<file path="config.mk">
export PLATFORM = sky130hd
export DESIGN_NAME = ext_bus_mux
export DESIGN_NICKNAME = d
export VERILOG_FILES = /design/src/rtl/ebm_pkg.sv /design/src/rtl/ebm_ctrl.sv /design/src/rtl/ebm_datapath.sv /design/src/rtl/ext_bus_mux.sv
export SDC_FILE = /design/constraint.sdc
export NUM_CORES = 1
export LEC_CHECK = 0
export ABC_AREA = 1
export CAP_MARGIN = 20
export CORE_ASPECT_RATIO = 0.75
export CORE_UTILIZATION = 40
export CTS_BUF_LIST = sky130_fd_sc_hd__clkbuf_2 sky130_fd_sc_hd__clkbuf_4 sky130_fd_sc_hd__clkbuf_8
export DETAILED_ROUTE_END_ITERATION = 6
export DONT_BUFFER_PORTS = 1
export PLACE_DENSITY_LB_ADDON = 0.12
export SYNTH_ARGS = -nofsm -noshare
export SYNTH_HDL_FRONTEND = slang
export SYNTH_SLANG_ARGS = --single-unit
</file>
<file path="constraint.sdc">
create_clock -name clk -period 1.6 [get_ports clk]
set_input_delay 0.08 -clock clk [delete_from_list [all_inputs] [get_ports clk]]
set_output_delay 0.08 -clock clk [all_outputs]
set_load 0.03 [all_outputs]
</file>
<file path="src/rtl/ebm_pkg.sv">
package ebm_pkg;
  typedef enum logic [1:0] {ST_IDLE, ST_ADDR, ST_DATA} busState_t;

  typedef struct packed {
    logic capture;    // latch a bus request
    logic localAcc;   // access to the local gate port
    logic addrPhase;  // address phase of a bus cycle
    logic dataPhase;  // data phase of a bus cycle
    logic finish;     // slave handshake seen in data phase
  } ebmCtl_t;
endpackage

</file>
<file path="src/rtl/ebm_ctrl.sv">
module ebm_ctrl
  import ebm_pkg::*;
(
  input  logic    clk,
  input  logic    rst_n,
  input  logic    reqValid,
  input  logic    reqIsLocal,
  input  logic    busRdy,
  output ebmCtl_t ctl
);
  busState_t state, stateNext;

  always_comb begin
    ctl       = '0;
    stateNext = state;
    unique case (state)
      ST_IDLE: begin
        if (reqValid) begin
          if (reqIsLocal) ctl.localAcc = 1'b1;
          else begin
            ctl.capture = 1'b1;
            stateNext   = ST_ADDR;
          end
        end
      end
      ST_ADDR: begin
        ctl.addrPhase = 1'b1;
        stateNext     = ST_DATA;
      end
      ST_DATA: begin
        ctl.dataPhase = 1'b1;
        ctl.finish    = busRdy;
        if (busRdy) stateNext = ST_IDLE;
      end
      default: stateNext = ST_IDLE;
    endcase
  end

  always_ff @(posedge clk or negedge rst_n) begin
    if (!rst_n) state <= ST_IDLE;
    else        state <= stateNext;
  end
endmodule

</file>
<file path="src/rtl/ebm_datapath.sv">
module ebm_datapath
  import ebm_pkg::*;
#(
  parameter int          ADDR_W      = 24,
  parameter int          DATA_W      = 16,
  parameter int          IO_W        = 16,
  parameter logic [15:0] LOCAL_PORT  = 16'h0092,
  parameter logic [15:0] EXP_BASE    = 16'hFC00,
  parameter int          GATE_BIT    = 20,
  parameter int          CTL_BIT     = 1
) (
  input  logic              clk,
  input  logic              rst_n,
  input  ebmCtl_t           ctl,
  input  logic              reqIsIo,
  input  logic              reqWrite,
  input  logic [ADDR_W-1:0] reqAddr,
  input  logic [DATA_W-1:0] reqWdata,
  input  logic [DATA_W-1:0] busDataIn,
  output logic              reqIsLocal,
  output logic              cpuDone,
  output logic [DATA_W-1:0] cpuRdata,
  output logic [ADDR_W-1:0] busAddr,
  output logic [DATA_W-1:0] busDataOut,
  output logic              busDataOe,
  output logic              busMemRqN,
  output logic              busIoRqN,
  output logic              busRdN,
  output logic              busWrN,
  output logic              busIoExpN,
  output logic              a20Dis
);
  localparam int NIB       = 4;
  localparam int LANE_W    = DATA_W / 2;
  localparam int HIGH_W    = ADDR_W - IO_W;
  localparam int MUX_LANES = HIGH_W / NIB;

  logic [ADDR_W-1:0] curAddr, effAddr;
  logic              curIsIo, curWrite, curExp;
  logic [DATA_W-1:0] curWdata, muxWord, localRd;
  logic              inCycle, reqExp;

  assign reqIsLocal = reqIsIo && (reqAddr[IO_W-1:0] == LOCAL_PORT);
  assign reqExp     = reqIsIo && (reqAddr[IO_W-1:0] >= EXP_BASE);

  always_comb begin
    effAddr = reqAddr;
    if (reqIsIo) effAddr[ADDR_W-1:IO_W] = '0;
    else if (a20Dis) effAddr[GATE_BIT] = 1'b0;
  end

  always_comb begin
    localRd = '0;
    localRd[CTL_BIT] = a20Dis;
  end

  // upper address nibbles, one per data lane
  generate
    for (genvar lane = 0; lane < MUX_LANES; lane++) begin : g_lane
      assign muxWord[lane*LANE_W +: LANE_W] =
        {{(LANE_W-NIB){1'b0}}, curAddr[IO_W + lane*NIB +: NIB]};
    end
    if (MUX_LANES * LANE_W < DATA_W) begin : g_pad
      assign muxWord[DATA_W-1:MUX_LANES*LANE_W] = '0;
    end
  endgenerate

  always_ff @(posedge clk or negedge rst_n) begin
    if (!rst_n) begin
      curAddr  <= '0;
      curIsIo  <= 1'b0;
      curWrite <= 1'b0;
      curExp   <= 1'b0;
      curWdata <= '0;
    end else if (ctl.capture) begin
      curAddr  <= effAddr;
      curIsIo  <= reqIsIo;
      curWrite <= reqWrite;
      curExp   <= reqExp;
      curWdata <= reqWdata;
    end
  end

  always_ff @(posedge clk or negedge rst_n) begin
    if (!rst_n) a20Dis <= 1'b0;
    else if (ctl.localAcc && reqWrite) a20Dis <= reqWdata[CTL_BIT];
  end

  always_ff @(posedge clk or negedge rst_n) begin
    if (!rst_n) begin
      cpuDone  <= 1'b0;
      cpuRdata <= '0;
    end else begin
      cpuDone <= ctl.finish | ctl.localAcc;
      if (ctl.finish)        cpuRdata <= curWrite ? '0 : busDataIn;
      else if (ctl.localAcc) cpuRdata <= reqWrite ? '0 : localRd;
    end
  end

  assign inCycle    = ctl.addrPhase | ctl.dataPhase;
  assign busAddr    = inCycle ? curAddr : '0;
  assign busDataOe  = (ctl.addrPhase && !curIsIo) || (ctl.dataPhase && curWrite);
  assign busDataOut = (ctl.addrPhase && !curIsIo) ? muxWord :
                      (ctl.dataPhase && curWrite) ? curWdata : '0;
  assign busMemRqN  = !(inCycle && !curIsIo);
  assign busIoRqN   = !(inCycle && curIsIo);
  assign busRdN     = !(ctl.dataPhase && !curWrite);
  assign busWrN     = !(ctl.dataPhase && curWrite);
  assign busIoExpN  = !(inCycle && curExp);
endmodule

</file>
<file path="src/rtl/ext_bus_mux.sv">
module ext_bus_mux
  import ebm_pkg::*;
#(
  parameter int ADDR_W = 24,
  parameter int DATA_W = 16
) (
  input  logic              clk,
  input  logic              rst_n,
  input  logic              reqValid,
  input  logic              reqIsIo,
  input  logic              reqWrite,
  input  logic [ADDR_W-1:0] reqAddr,
  input  logic [DATA_W-1:0] reqWdata,
  output logic              cpuDone,
  output logic [DATA_W-1:0] cpuRdata,
  output logic [ADDR_W-1:0] busAddr,
  output logic [DATA_W-1:0] busDataOut,
  output logic              busDataOe,
  input  logic [DATA_W-1:0] busDataIn,
  output logic              busMemRqN,
  output logic              busIoRqN,
  output logic              busRdN,
  output logic              busWrN,
  output logic              busIoExpN,
  input  logic              busRdy
);
  ebmCtl_t ctl;
  logic    reqIsLocal;
  logic    a20Dis;

  ebm_ctrl u_ctrl (
    .clk(clk), .rst_n(rst_n), .reqValid(reqValid), .reqIsLocal(reqIsLocal),
    .busRdy(busRdy), .ctl(ctl)
  );

  ebm_datapath #(.ADDR_W(ADDR_W), .DATA_W(DATA_W)) u_dp (
    .clk(clk), .rst_n(rst_n), .ctl(ctl), .reqIsIo(reqIsIo), .reqWrite(reqWrite),
    .reqAddr(reqAddr), .reqWdata(reqWdata), .busDataIn(busDataIn),
    .reqIsLocal(reqIsLocal), .cpuDone(cpuDone), .cpuRdata(cpuRdata),
    .busAddr(busAddr), .busDataOut(busDataOut), .busDataOe(busDataOe),
    .busMemRqN(busMemRqN), .busIoRqN(busIoRqN), .busRdN(busRdN),
    .busWrN(busWrN), .busIoExpN(busIoExpN), .a20Dis(a20Dis)
  );
endmodule

</file>
==> summary.txt, run 1 <==
Setup path
  • Worst path max stage delay: 0.42 ns
  • Worst path required time: 1.52 ns
  • R2R depth: 8
  • Critical path class: flip-flop to primary output
  • CP Capture Type: primary output
  • R2R Setup Slk: 0.12 ns
  • Crit-path cells: inv_2 -> ha_4 -> buf_12 -> nand2_1 -> buf_6
  • Crit path DAT: 1.58 ns
  • Launch point of the worst reg-to-reg path: u_ctrl.state[1]
  • CP max FO: 14
  • Worst path bufs/invs: 3
  • Crit path max-delay family: flip-flops
  • Crit path from: u_ctrl.state[0]
  • Critical Path Slowest Stage Cell: dfrtp_1
  • CP Launch Type: flip-flop
  • RR Endpoint: u_dp.cpuRdata[15]

Drt
  • WL/cell: 15.68 um
  • Detailed Route Iter0 Violations: 221
  • DRC viols: 0
  • DR pass1 iterations: 5
  • Post-route antenna net violation count: 0
  • Vias per cell: 5.071
  • Via Count: 3139
  • WL final: 9.705 mm

Yosys
  • Post-Syn Instances: 421
  • Syn. warnings: 0
  • Mean Syn Cell Area: 7.620 sq um
  • Mapped Nets: 488
  • Synth cell types: 22
  • Area of the mapped netlist: 3208 sq um
  • Largest cells by area after synthesis: dfrtp_1, nand2_1, nand3_1, inv_1, o21ai_2
  • Number of synthesized register bits: 63
  • Post-synth top area share: 49.14%
  • Cell type with the largest total area after synthesis: dfrtp_1
  • Register area share after synthesis: 49.14%

Final layout
  • ANT cells: 0
  • Post-route cell area: 4726 sq um
  • Area delta synth->final: 47.31%
  • Fin nets: 580
  • Share of layout cells above drive strength 1: 24.13%
  • Core Util, Final: 62.73%

GRT
  • Initial antenna violation count: 0
  • Largest net degree at the start of global routing: 64
  • GR Overflow Total: 0
  • Via count of the first global-routing pass: 2930
  • First-pass GRT wire length: 14.67 mm
  • Gr usage total: 22.71%

Die
  • Die ar.: 8386 sq um
  • Initial core utilization: 42.58%
  • Row count: 27
  • Die W: 105.4 um
  • Core footprint: 7533 sq um
  • Die Span Y: 79.56 um
  • I/O Pins: 125

Place
  • DP HPWL: 5.798 mm
  • I/O Buffers: 0
  • Routability cong.: 0.8728
  • Place WS: 0.07981 ns
  • Placement Cell Area: 3480 sq um

STA
  • Tcrit/Tclk final: 104.0%
  • Final TNS setup: -0.9762 ns
  • Unrepaired setup endpoints after global routing: true
  • Final hold violations: 0
  • Worst-Margin Slew: 0.3289 ns
  • Final Skew: 0.006244 ns
  • Min Tclk post-route: 1.664 ns
  • Final worst slack: -0.06372 ns
  • Final setup vio count: 36
  • FMAX: 601.1 MHz
  • Final Max Tran Viols: 0
  • Slew headroom: 78.08%

CTS
  • Max clock buf depth: 2
  • Clock slew at the register clock pins of the worst setup and hold paths: 0.07 ns
  • H-tree Lvls: 3
  • # clock sinks: 63
  • Root buf cell: clkbuf_8
  • Worst skew pair latency: 0.34 ns
  • CTS tree: yes
  • CTS buffer count: 9

Power and ir drop
  • Pleak: 2.440 nW
  • Max VDD drop: 881.1 uV
  • Power Density: 1918 nW/um^2
  • Total power: 9.065 mW

Status
  • Run status: finished with violations
  • Failing checks: setup timing

Min path
  • Min-Delay Path Depth: 4
  • Endpoint, Worst Hold: u_ctrl.state[0]
  • Min-Delay Path Class: input pin to flip-flop
  • Hold_sp: busRdy

Job
  • Max_cap viols: 0
[cell usage after synthesis (all sizes together)]
master and count:
nor3 2, o31ai 1, ha 5, dfrtp 63
nand3 68, nand2 167, inv 46, clkbuf 7
nor2 23, clkinv 2, buf 12, nand4 5
o21ai 20
[how the worst max path moves through the flow]
stage | to | slack (ns) | cells past startpoint
6_report | busMemRqN | -0.06 | 5
5_1_grt | busDataOut[6] | -0.12 | 6
4_1_cts | busDataOut[15] | -0.05 | 7
3_5_place_dp | u_dp.curAddr[22] | 0.08 | 8
3_3_place_gp | u_dp.curAddr[4] | 0.12 | 8
2_1_floorplan | busAddr[16] | 0.02 | 6
[worst register-to-register path, delay by kind of cell (launching register included)]
kind / cells / cell delay (ns)
buffers and inverters: 4 / 0.55
flip-flops: 1 / 0.40
AND/OR/NAND/NOR: 3 / 0.25
adder cells (fa/ha/maj): 1 / 0.16
[where the power goes]
group	switching [mW]	internal, mW
Combinational	2.79	1.64
Clock	0.603	0.996
Sequential	0.779	2.26
[through the flow]
stage | cells | hold WS (ns)
final | 619 | 0.04173
after global routing | 619 | 0.06724
after CTS | 611 | 0.01100
after detailed placement | 529 | -0.2140
after global placement | 529 | -0.2140
after floorplan | 421 | -0.2156
[registers in the layout (all words and copies together) (netlist names), 2 cells and up]
name,count
u_ctrl.state,2
u_dp.curAddr,24
u_dp.cpuRdata,16
u_dp.curWdata,16
[cell usage in the layout (no fill, tap or decap), drive strengths merged]
cell,count
dlygate4sd3,60
clkinv,2
clkbuf,16
dfrtp,63
nor2,23
inv,47
ha,5
nand2,168
nor3,2
nand4,5
o21ai,20
nand3,68
bufinv,2
buf,36
o31ai,1
[logic make-up (layout without fill, tap and decap cells)]
| group | count (synthesis) | count (layout) | share of synthesized area [%] |
|---|---|---|---|
| compound gates | 21 | 21 | 4.524 |
| fa+ha+maj | 5 | 5 | 1.950 |
| buf+inv | 67 | 163 | 9.360 |
| flops | 63 | 63 | 49.14 |
| simple gates | 265 | 266 | 35.02 |
[area by class of cell]
type / instances / area (sq um)
clock buffers: 13 / 166.4
clock inverters: 3 / 65.06
fillers: 674 / 2808
inverters: 48 / 192.7
multi-input cells: 292 / 1498
flip-flops and latches: 63 / 1577
well taps: 101 / 126.4
repair buffers: 99 / 1101
[routing by layer]
metal	global-route usage [%]	wire, um	vias to the layer above
li1	-	-	1505
met1	30.91	4458	1520
met2	34.61	4529	102
met3	6.939	609	12
met4	7.183	109	0
met5	0	0	-
[repair_timing]
action                                 in CTS  in global routing
setup endpoints to repair                  45                 69
cloned                                      1                  4
endpoints found under the hold margin     123                  0
gates resized for setup                    51                 31
pin swaps                                   2                  3
buffers inserted                            4                  4
hold buffers                               61                  0
No activity file was read; power rests on OpenSTA's default activity.
==> run 2: changes to the inputs <==
--- a/constraint.sdc
+++ b/constraint.sdc
@@ -3,2 +3,2 @@
 set_output_delay 0.08 -clock clk [all_outputs]
-set_load 0.03 [all_outputs]
+set_load 0.05 [all_outputs]
==> run 2 against run 1 <==
Compared with the run above:
- the flow still finishes with violations (setup timing)
- sequential share of layout area down 4.2 points
- flip-flop and latch count did not move
- sequential power down 6.9%
- first-iteration DRC count shrank 24%
- clock skew is essentially flat
- combinational power up 58%
- final cell count grew 5.3%
- final area is 15% higher
- hold slack better by 0.0084 ns
- core utilization grew 9.1 points
- critical path type unchanged
==> summary.txt, run 2 (synthesis gave the netlist of run 1 again) <==
STA
  • Worst-Margin Slew: 0.5018 ns (was 0.3289 ns)
  • Unrepaired setup endpoints after global routing: true (unchanged)
  • Tcrit/Tclk final: 108.0% (was 104.0%)
  • Min Tclk post-route: 1.729 ns (was 1.664 ns)
  • Final Max Tran Viols: 0 (unchanged)
  • Slew headroom: 66.55% (was 78.08%)
  • Final setup vio count: 44 (was 36)
  • Final worst slack: -0.1285 ns (was -0.06372 ns)
  • Final hold violations: 0 (unchanged)
  • FMAX: 578.5 MHz (was 601.1 MHz)
  • Final Skew: 0.005806 ns (was 0.006244 ns)

Die
  • Die Span Y: 79.56 um (unchanged)
  • Initial core utilization: 42.58% (unchanged)
  • I/O Pins: 125 (unchanged)
  • Row count: 27 (unchanged)
  • Die W: 105.4 um (unchanged)
  • Core footprint: 7533 sq um (unchanged)
  • Die ar.: 8386 sq um (unchanged)

Place
  • Place WS: 0.01863 ns (was 0.07981 ns)
  • DP HPWL: 5.827 mm (was 5.798 mm)
  • I/O Buffers: 0 (unchanged)
  • Routability cong.: 0.8526 (was 0.8728)
  • Placement Cell Area: 3909 sq um (was 3480 sq um)

Setup path
  • Crit path max-delay family: flip-flops (unchanged)
  • Crit-path cells: buf_6 -> ha_4 -> nand2_8 -> buf_16 -> nand3_2 -> nand2_2 -> buf_12 (was inv_2 -> ha_4 -> buf_12 -> nand2_1 -> buf_6)
  • Critical Path Slowest Stage Cell: dfrtp_2 (was dfrtp_1)
  • CP Capture Type: primary output (unchanged)
  • Worst path max stage delay: 0.45 ns (was 0.42 ns)
  • CP max FO: 8 (was 14)
  • Worst path bufs/invs: 3 (unchanged)
  • Worst path required time: 1.52 ns (about the same)
  • Crit path DAT: 1.65 ns (was 1.58 ns)
  • CP Launch Type: flip-flop (unchanged)
  • Critical path class: flip-flop to primary output (unchanged)

Final layout
  • Share of layout cells above drive strength 1: 33.94% (was 24.13%)
  • ANT cells: 0 (unchanged)
  • Area delta synth->final: 68.68% (was 47.31%)
  • Most common cell after layout, fill and taps aside: nand2_1 (unchanged)
  • Fin nets: 613 (was 580)
  • Max reg flops: 24 (unchanged)
  • Commonest cells after routing, fill and taps aside: nand2_1, dlygate4sd3_1, dfrtp_1 (was nand2_1, nand3_1, dfrtp_1)
  • Post-route cell area: 5411 sq um (was 4726 sq um)
  • Top reg by flops: u_dp.curAddr (unchanged)
  • Largest regs: u_dp.curAddr (24), u_dp.cpuRdata (16), u_dp.curWdata (16) (unchanged)

Min path
  • Min-Delay Path Class: input pin to flip-flop (unchanged)

Drt
  • Vias per cell: 5.023 (was 5.071)
  • DRC viols: 0 (unchanged)
  • Via Count: 3275 (was 3139)
  • WL final: 10.39 mm (was 9.705 mm)
  • Post-route antenna net violation count: 0 (unchanged)
  • WL/cell: 15.94 um (was 15.68 um)
  • DR pass1 iterations: 4 (was 5)
  • Detailed Route Iter0 Violations: 169 (was 221)

CTS
  • Max clock buf depth: 2 (unchanged)
  • H-tree Lvls: 3 (unchanged)
  • CTS buffer count: 9 (unchanged)
  • Clock slew at the register clock pins of the worst setup and hold paths: 0.07 ns (about the same)
  • Worst skew pair latency: 0.33 ns (was 0.34 ns)
  • CTS tree: yes (unchanged)
  • Root buf cell: clkbuf_8 (unchanged)
  • # clock sinks: 63 (unchanged)

GRT
  • First-pass GRT wire length: 15.80 mm (was 14.67 mm)
  • Initial antenna violation count: 0 (unchanged)
  • Via count of the first global-routing pass: 3214 (was 2930)
  • Gr usage total: 24.49% (was 22.71%)
  • Largest net degree at the start of global routing: 64 (unchanged)
  • GR Overflow Total: 0 (unchanged)

Job
  • Max_cap viols: 0 (unchanged)

Power and ir drop
  • Clock Power Share: 14.1% (was 17.6%)
  • Power Density: 2119 nW/um^2 (was 1918 nW/um^2)
  • Pleak: 2.569 nW (was 2.440 nW)
  • Sw Ratio: 49.41% (was 45.97%)
  • Flop pwr share: 24.7% (was 33.5%)
  • Int Power: 5.800 mW (was 4.897 mW)
  • Total power: 11.47 mW (was 9.065 mW)
  • P_sw: 5.666 mW (was 4.167 mW)
  • Max VDD drop: 1415 uV (was 881.1 uV)
  • Comb pwr share: 61.2% (was 48.9%)

Status
  • Run status: finished with violations (unchanged)
  • Failing checks: setup timing (unchanged)
-- run 2: cell count changes in the layout (fill, tap and decap cells not counted), sizes merged --
| cell | previous run | this run |
|---|---|---|
| dlygate4sd3 | 60 | 64 |
| nand2 | 168 | 170 |
| inv | 47 | 30 |
| clkinvlp | 0 | 17 |
| buf | 36 | 65 |
| clkbuf | 16 | 14 |
-- run 2: power groups by stage --
stage / clock network, mW / registers (mW) / logic, mW
3_5_place_dp: 0 / 2.70 / 5.49
4_1_cts: 1.64 / 2.76 / 6.54
3_3_place_gp: 0 / 2.69 / 5.42
2_1_floorplan: 0 / 3.16 / 3.45
5_1_grt: 1.71 / 2.91 / 7.44
6_report: 1.61 / 2.83 / 7.02
-- run 2: metrics by stage --
stage,setup TNS (ns),hold WS (ns),utilization [%],cells
floorplan,-0.8563,-0.2156,-,421
global placement,0,-0.2137,51.89,556
detailed placement,0,-0.2136,51.89,556
CTS,-4.179,0.06165,68.96,646
global route,-7.163,0.06829,71.83,652
finish,-3.976,0.05010,71.83,652
-- run 2: worst reg2reg max path: cells and delay by family (launching register included) --
family,cells,cell delay [ns]
DFF,1,0.41
and+or+nand+nor,3,0.30
buffers and inverters,4,0.54
adders and majority gates,1,0.15
-- run 2: routing by layer --
metal | vias to the layer above | part of all wire (%) | GRT usage (%)
met5 | - | 0 | 0
met4 | 0 | 1.9 | 8.592
met3 | 18 | 8.5 | 6.939
met2 | 142 | 47 | 39.34
met1 | 1542 | 43 | 31.80
li1 | 1573 | - | -
-- run 2: path summary, 6_finish.rpt --
check | start | endpoint | slack [ns] | cells after the start
worst max-delay path | u_ctrl.state[0] | busDataOut[1] | -0.13 | 7
worst min-delay path | busRdy | u_dp.cpuRdata[5] | 0.05 | 4
worst max register to register | u_ctrl.state[1] | u_dp.a20Dis | 0.10 | 8
worst min register to register | u_dp.curWdata[3] | u_dp.curWdata[3] | 0.47 | 2
max in group asynchronous | rst_n | u_ctrl.state[0] | 1.04 | 2
min in group asynchronous | rst_n | u_dp.curAddr[18] | 0.27 | 2
-- run 2: layout make-up --
type                    instances  area (sq um)
flip-flops and latches         63          1578
fillers                       592          2122
well taps                     101         126.4
repair buffers                130          1541
clock buffers                  13         166.4
clock inverters                 3         65.06
multi-input cells             294          1668
inverters                      48         266.5
-- run 2: timing repair --
action	in CTS	in global routing
resized for setup	85	32
hold endpoints to repair	123	0
pin swaps	8	7
buffers inserted	6	2
hold buffers	65	0
cloned	3	4
setup endpoints to repair	45	100
